--- config.mk ---
export PLATFORM = sky130hd
export DESIGN_NAME = nvram_ctrl
export DESIGN_NICKNAME = d
export VERILOG_FILES = /design/src/rtl/nvram_pkg.sv /design/src/rtl/nv_seq_detect.sv /design/src/rtl/nv_xfer_fsm.sv /design/src/rtl/nvram_ctrl.sv
export SDC_FILE = /design/constraint.sdc
export NUM_CORES = 1
export LEC_CHECK = 0
export CAP_MARGIN = 15
export CORE_ASPECT_RATIO = 1.5
export CORE_MARGIN = 2
export CORE_UTILIZATION = 49
export DETAILED_ROUTE_END_ITERATION = 6
export PLACE_DENSITY = 0.79
export SLEW_MARGIN = 40
export SYNTH_ARGS = -nofsm -noshare
export SYNTH_HDL_FRONTEND = slang
export SYNTH_SLANG_ARGS = --single-unit
export TNS_END_PERCENT = 1
--- constraint.sdc ---
create_clock -name clk -period 2.5 [get_ports clk]
set_input_delay 0.25 -clock clk [delete_from_list [all_inputs] [get_ports clk]]
set_output_delay 0.25 -clock clk [all_outputs]
set_load 0.02 [all_outputs]
--- src/rtl/nvram_pkg.sv ---
package nvram_pkg;

    localparam int ADDR_W  = 15;
    localparam int MATCH_W = 14;
    localparam int SEQ_LEN = 6;

    typedef logic [MATCH_W-1:0] match_addr_t;

    typedef enum logic [1:0] {
        XS_IDLE   = 2'd0,
        XS_STORE  = 2'd1,
        XS_RECALL = 2'd2,
        XS_PROBE  = 2'd3
    } xfer_state_e;

    // one decoded bus cycle, already gated by busy
    typedef struct packed {
        logic        rd;
        logic        wr;
        match_addr_t addr;
    } bus_op_t;

    // transfer triggers presented to the sequencer
    typedef struct packed {
        logic restore;
        logic fail;
        logic hw_store;
        logic sw_recall;
        logic sw_store;
    } nv_req_t;

    // head of the unlock sequence; element 0 comes first
    localparam match_addr_t [SEQ_LEN-2:0] HEAD_DEF = {
        14'h0333, 14'h30F0, 14'h0F0F, 14'h15AA, 14'h2A55
    };
    localparam match_addr_t STORE_TAIL_DEF  = 14'h3CC3;
    localparam match_addr_t RECALL_TAIL_DEF = 14'h0C3C;

    function automatic bus_op_t decode_bus(
        input logic        ce_n,
        input logic        we_n,
        input logic        blocked,
        input match_addr_t a
    );
        bus_op_t op;
        op.rd   = !ce_n &&  we_n && !blocked;
        op.wr   = !ce_n && !we_n && !blocked;
        op.addr = a;
        return op;
    endfunction

endpackage

--- src/rtl/nv_seq_detect.sv ---
module nv_seq_detect
    import nvram_pkg::*;
#(
    parameter match_addr_t [SEQ_LEN-2:0] HEAD = HEAD_DEF,
    parameter match_addr_t STORE_TAIL  = STORE_TAIL_DEF,
    parameter match_addr_t RECALL_TAIL = RECALL_TAIL_DEF
) (
    input  logic    clk,
    input  logic    rst,
    input  logic    busy,
    input  bus_op_t op,
    output logic    sw_store,
    output logic    sw_recall
);

    localparam int STEP_W = $clog2(SEQ_LEN);
    localparam int SLOTS  = 1 << STEP_W;
    localparam logic [STEP_W-1:0] LAST = STEP_W'(SEQ_LEN - 1);

    logic [STEP_W-1:0] step;
    logic [SLOTS-1:0]  head_hit;
    logic              at_tail;

    // one comparator per head slot; unused slots never match
    for (genvar i = 0; i < SLOTS; i++) begin : g_cmp
        if (i < SEQ_LEN - 1) begin : g_live
            assign head_hit[i] = (op.addr == HEAD[i]);
        end else begin : g_pad
            assign head_hit[i] = 1'b0;
        end
    end

    assign at_tail   = (step == LAST);
    assign sw_store  = op.rd && at_tail && (op.addr == STORE_TAIL);
    assign sw_recall = op.rd && at_tail && (op.addr == RECALL_TAIL);

    always_ff @(posedge clk) begin
        if (rst || busy) begin
            step <= '0;
        end else if (op.wr) begin
            step <= '0;
        end else if (op.rd) begin
            if (!at_tail && head_hit[step]) begin
                step <= step + 1'b1;
            end else begin
                step <= '0;
            end
        end
    end


    write_clears_step_chk: assert property (@(posedge clk) disable iff (rst)
        op.wr |=> (step == '0));


    step_bound_chk: assert property (@(posedge clk) disable iff (rst)
        step <= LAST);

endmodule

--- src/rtl/nv_xfer_fsm.sv ---
module nv_xfer_fsm
    import nvram_pkg::*;
#(
    parameter int STORE_CYC  = 24,
    parameter int RECALL_CYC = 10,
    parameter int PROBE_CYC  = 6
) (
    input  logic    clk,
    input  logic    rst,
    input  nv_req_t req,
    input  logic    wr_done,
    output logic    busy,
    output logic    hsb_drive,
    output logic    store_go,
    output logic    recall_go
);

    localparam int MAX_CYC = (STORE_CYC > RECALL_CYC)
                           ? ((STORE_CYC > PROBE_CYC) ? STORE_CYC : PROBE_CYC)
                           : ((RECALL_CYC > PROBE_CYC) ? RECALL_CYC : PROBE_CYC);
    localparam int TW = $clog2(MAX_CYC) + 1;
    localparam logic [TW-1:0] ST_LOAD = TW'(STORE_CYC - 1);
    localparam logic [TW-1:0] RC_LOAD = TW'(RECALL_CYC - 1);
    localparam logic [TW-1:0] PR_LOAD = TW'(PROBE_CYC - 1);

    xfer_state_e   state, nxt_state;
    logic [TW-1:0] timer, nxt_timer;
    logic          dirty;
    logic          go_st, go_rc;
    logic          finishing;

    assign finishing = (state == XS_STORE || state == XS_RECALL) && (timer == '0);

    always_comb begin
        nxt_state = state;
        nxt_timer = timer;
        go_st     = 1'b0;
        go_rc     = 1'b0;
        case (state)
            XS_IDLE: begin
                if (req.restore) begin
                    nxt_state = XS_RECALL;
                    nxt_timer = RC_LOAD;
                    go_rc     = 1'b1;
                end else if (req.fail) begin
                    if (dirty) begin
                        nxt_state = XS_PROBE;
                        nxt_timer = PR_LOAD;
                    end
                end else if (req.hw_store) begin
                    if (dirty) begin
                        nxt_state = XS_STORE;
                        nxt_timer = ST_LOAD;
                        go_st     = 1'b1;
                    end
                end else if (req.sw_recall) begin
                    nxt_state = XS_RECALL;
                    nxt_timer = RC_LOAD;
                    go_rc     = 1'b1;
                end else if (req.sw_store && dirty) begin
                    nxt_state = XS_STORE;
                    nxt_timer = ST_LOAD;
                    go_st     = 1'b1;
                end
            end
            XS_STORE, XS_RECALL: begin
                if (timer == '0) begin
                    nxt_state = XS_IDLE;
                end else begin
                    nxt_timer = timer - 1'b1;
                end
            end
            XS_PROBE: begin
                if (req.hw_store) begin
                    nxt_state = XS_STORE;
                    nxt_timer = ST_LOAD;
                    go_st     = 1'b1;
                end else if (timer == '0) begin
                    nxt_state = XS_IDLE;
                end else begin
                    nxt_timer = timer - 1'b1;
                end
            end
            default: nxt_state = XS_IDLE;
        endcase
    end

    always_ff @(posedge clk) begin
        if (rst) begin
            state     <= XS_IDLE;
            timer     <= '0;
            store_go  <= 1'b0;
            recall_go <= 1'b0;
        end else begin
            state     <= nxt_state;
            timer     <= nxt_timer;
            store_go  <= go_st;
            recall_go <= go_rc;
        end
    end

    always_ff @(posedge clk) begin
        if (rst) begin
            dirty <= 1'b0;
        end else if (finishing) begin
            dirty <= 1'b0;
        end else if (wr_done) begin
            dirty <= 1'b1;
        end
    end

    assign busy      = (state != XS_IDLE);
    assign hsb_drive = (state == XS_STORE) || (state == XS_PROBE);


    store_needs_dirty_chk: assert property (@(posedge clk) disable iff (rst)
        store_go |-> dirty);


    dirty_clear_at_end_chk: assert property (@(posedge clk) disable iff (rst)
        $fell(dirty) |-> $past(state == XS_STORE || state == XS_RECALL));


    go_inside_busy_chk: assert property (@(posedge clk) disable iff (rst)
        (store_go || recall_go) |-> busy);


    single_go_chk: assert property (@(posedge clk) disable iff (rst)
        !(store_go && recall_go));

endmodule

--- src/rtl/nvram_ctrl.sv ---
module nvram_ctrl
    import nvram_pkg::*;
#(
    parameter int STORE_CYC  = 24,
    parameter int RECALL_CYC = 10,
    parameter int PROBE_CYC  = 6
) (
    input  logic              clk,
    input  logic              rst,
    input  logic              ce_n,
    input  logic              we_n,
    input  logic              oe_n,
    input  logic [ADDR_W-1:0] addr,
    input  logic              hsb_in,
    input  logic              pwr_fail,
    input  logic              pwr_restore,
    output logic              busy,
    output logic              hsb_drive,
    output logic              xfer_store,
    output logic              xfer_recall,
    output logic              arr_rd,
    output logic              arr_wr
);

    bus_op_t op;
    nv_req_t req;
    logic    sw_store, sw_recall;
    logic    unused_top_bit;

    assign unused_top_bit = addr[ADDR_W-1];
    assign op = decode_bus(ce_n, we_n, busy, addr[MATCH_W-1:0]);

    assign arr_rd = op.rd && !oe_n;
    assign arr_wr = op.wr;

    nv_seq_detect u_seq (
        .clk       (clk),
        .rst       (rst),
        .busy      (busy),
        .op        (op),
        .sw_store  (sw_store),
        .sw_recall (sw_recall)
    );

    assign req.restore   = pwr_restore;
    assign req.fail      = pwr_fail;
    assign req.hw_store  = !hsb_in;
    assign req.sw_recall = sw_recall;
    assign req.sw_store  = sw_store;

    nv_xfer_fsm #(
        .STORE_CYC  (STORE_CYC),
        .RECALL_CYC (RECALL_CYC),
        .PROBE_CYC  (PROBE_CYC)
    ) u_fsm (
        .clk       (clk),
        .rst       (rst),
        .req       (req),
        .wr_done   (op.wr),
        .busy      (busy),
        .hsb_drive (hsb_drive),
        .store_go  (xfer_store),
        .recall_go (xfer_recall)
    );


    no_strobe_when_busy_chk: assert property (@(posedge clk) disable iff (rst)
        xfer_store |-> (!arr_wr && !arr_rd));

endmodule

==> results of run 1 <==
==> logic make-up (layout without fill, tap and decap cells) <==
group / after synthesis / in the layout / synth area share
fa+ha+maj: 8 / 8 / 0.0822
flops: 14 / 14 / 0.230
mux: 1 / 1 / 0.00822
compound gates: 43 / 43 / 0.247
simple gates: 71 / 71 / 0.356
buf+inv: 11 / 60 / 0.0339
xor+xnor: 6 / 6 / 0.0432
==> worst min path at each step <==
stage | slack, ns | cells past startpoint | to
3_5_place_dp | 0.48 | 2 | u_fsm.timer[5]
3_3_place_gp | 0.46 | 2 | u_fsm.timer[5]
6_report | 0.49 | 2 | u_fsm.timer[5]
4_1_cts | 0.49 | 2 | u_fsm.timer[5]
5_1_grt | 0.54 | 2 | u_fsm.timer[5]
2_1_floorplan | 0.32 | 1 | u_fsm.timer[2]
==> power groups by stage <==
stage	Clock, mW	Sequential (mW)	Combinational [mW]
6_report	0.171	0.339	0.898
3_5_place_dp	0	0.342	0.877
2_1_floorplan	0	0.332	0.574
5_1_grt	0.187	0.346	0.984
4_1_cts	0.173	0.337	0.886
3_3_place_gp	0	0.339	0.867
==> critical path: stages <==
cell and delay (ns):
clkdlybuf4s50_1 0.42, or4b_1 0.59, or4_1 0.48, o211a_1 0.21
a311o_1 0.36, a211oi_2 0.22
==> sequential cells by signal, summed over array words and instances (netlist names) <==
name / cells
u_fsm.dirty: 1
u_fsm.recall_go: 1
u_fsm.state: 2
u_fsm.store_go: 1
u_fsm.timer: 6
u_seq.step: 3
==> layout make-up <==
type | count | share of cell area
well taps | 24 | 0.0177
multi-input cells | 129 | 0.530
flip-flops and latches | 14 | 0.165
clock buffers | 4 | 0.0213
inverters | 10 | 0.0221
repair buffers | 46 | 0.244
==> cell usage after synthesis, types with 4 or more instances <==
cell / count
a21oi_1: 13
dfxtp_1: 14
ha_1: 8
inv_1: 10
nand2_1: 15
nand3_1: 5
nand4_1: 4
nor2_1: 8
nor3_1: 7
o21ai_0: 7
xnor2_1: 4
==> through the flow <==
| step | cells | power, mW |
|---|---|---|
| finish | 227 | 1.41 |
| global route | 227 | 1.52 |
| CTS | 227 | 1.40 |
| detailed placement | 223 | 1.22 |
| global placement | 223 | 1.21 |
| floorplan | 154 | 0.906 |
==> layer usage <==
| metal | wire length [µm] | share of wire |
|---|---|---|
| met5 | 0 | 0 |
| met4 | 189 | 0.051 |
| met3 | 167 | 0.045 |
| met2 | 2100 | 0.56 |
| met1 | 1280 | 0.34 |
==> what timing repair did <==
item	in CTS	in global routing
hold buffers	0	0
endpoints found under the setup margin	0	2
endpoints found under the hold margin	0	0
resized for setup	0	2
==> results by group, run 1 <==
Run status
  – Status: finished clean

Finish
  – Area growth from synthesis to layout: 39.7%
  – Final Util: 0.710
  – Most frequent cells in the layout: clkdlybuf4s50_1, buf_4, nand2_1
  – Layout filler cell count: 208
  – Multi-input logic area: around 900 µm²
  – Layout cells sized above 1: 0.138
  – Final instance area: around 1700 µm²
  – Most common cell after layout, fill and taps aside: clkdlybuf4s50_1
  – Antenna cell count: 0
  – FF/Latch Area: around 280 µm²
  – Fin nets: between 200 and 250

Logic synthesis
  – Synth top area share: 0.230
  – Yosys cell types: 50
  – EDFF count, synth: 0
  – Synthesized Nets: roughly 190
  – Synth Register Bits: 14
  – Synth warn: 0
  – Avg Inst Size Synth: 7.91 µm²
  – Mapped Cells: 154
  – Ys async rst share: 0
  – Yosys top cell by area: dfxtp_1
  – Seq/Total Area, Yosys: 0.230
  – Ys flop type: dfxtp_1
  – Mapped Area: around 1200 µm²
  – Area contributors post-synth: dfxtp_1, ha_1, a21oi_1

Clock tree
  – Clock Pin Slew Worst Setup and Hold Paths: approximately 0.10 ns
  – Clock latency on the worst-skew pair: just under 0.3 ns
  – TritonCTS Sinks: 14
  – H-Tree Depth: 1
  – CTS tree: yes
  – Root Buffer: clkbuf_4
  – CTS Buf Count: 3
  – Post-CTS Setup Bufs: 0
  – Clock buffer depth: 2

Pwr
  – Comb power frac: 0.638
  – Worst VDD drop: between 0.4 and 0.5 mV
  – Clock Power Share: 0.121
  – Psw: ~640 µW
  – Internal power: ~770 µW
  – Leak: between 0.6 and 0.7 nW
  – Flop pwr share: 0.241
  – Sw Ratio: 0.454
  – Pwr dens: 828 nW/µm²

Floorplanning
  – Core Area: around 2400 µm²
  – Die Y: roughly 65 µm
  – Die area: 2910 µm²
  – Ports: 29
  – Starting Density: 0.508
  – Die width: 44.7 µm
  – Row count: 22

Placement
  – Pre-CTS WS: -0.125 ns
  – Hpwl dp: between 3000 and 4000 µm
  – Area of placed instances: around 1700 µm²
  – Placer congestion estimate: approximately 0.95
  – IO buf count: 27

STA
  – Post-layout min period: around 2.3 ns
  – Worst Tran Pin Value: ~0.45 ns
  – Slew HR: 0.699
  – Setup TNS Final: 0 ns
  – Layout Skew: between 0.01 and 0.015 ns
  – Tcrit/Tclk final: 0.930
  – Final hold vios: 0
  – Fmax: 430 MHz
  – Slew Limit Fails: 0
  – RSZ-0062 raised after global routing: no
  – Final setup fails: 0
  – Final WS setup: ~0.17 ns
  – Hold_ws: slightly below 0.5 ns

Routing
  – WL/cell: 16.5 µm
  – Antenna Violating Nets Remaining: 0
  – Via count: 1432
  – DRC: 0
  – Length of the first detailed-routing pass in iterations: 6
  – Initial DRC count: 51
  – Final WL: 3740 µm
  – Post-DR vias/cell: 6.31

Min path
  – Hold_sp: u_fsm.timer[5]
  – HP Class: flip-flop to flip-flop

Critical path
  – Setup crit start kind: input port
  – R2R depth: 8
  – Required time worst endpoint: 2.71 ns
  – Critical path fanouts, max: 3
  – Critical Path End: u_seq.step[1]
  – CP Class: input port to flip-flop
  – Worst R2R End: u_fsm.state[1]
  – Critical Path Sink Type: flip-flop
  – R2R Path Start: u_fsm.state[0]
  – R2R Setup Slk: about 0.33 ns
  – Crit path from: addr[3]
  – WP data arrival: between 2 and 3 ns

Global route
  – Gr ovfl total: 0
  – Largest net degree at the start of global routing: 9
  – First-pass GRT wire length: ~6100 µm
  – GR Util met3: 0.0446
  – Met1 usage: 0.259
  – Met2 usage: 0.540
  – Initial antenna violation count: 0
  – Vias in the first global route: 1483
  – All-Layer GR Usage: 0.284
  – Top Usage Layer GRT: met2

Job
  – Max Cap Violations: 0
Power figures use the tool's default switching activity.
==> inputs of run 2 (changes only) <==
Settings changed: CAP_MARGIN 15 to default.
==> results of run 2 <==
Final layout, timing and power as in run 1 (identical DEF).
==> inputs of run 3 (changes only) <==
Settings changed: SLEW_MARGIN 40 to 5.
==> results of run 3 <==
Final layout, timing and power as in run 1 (identical DEF).
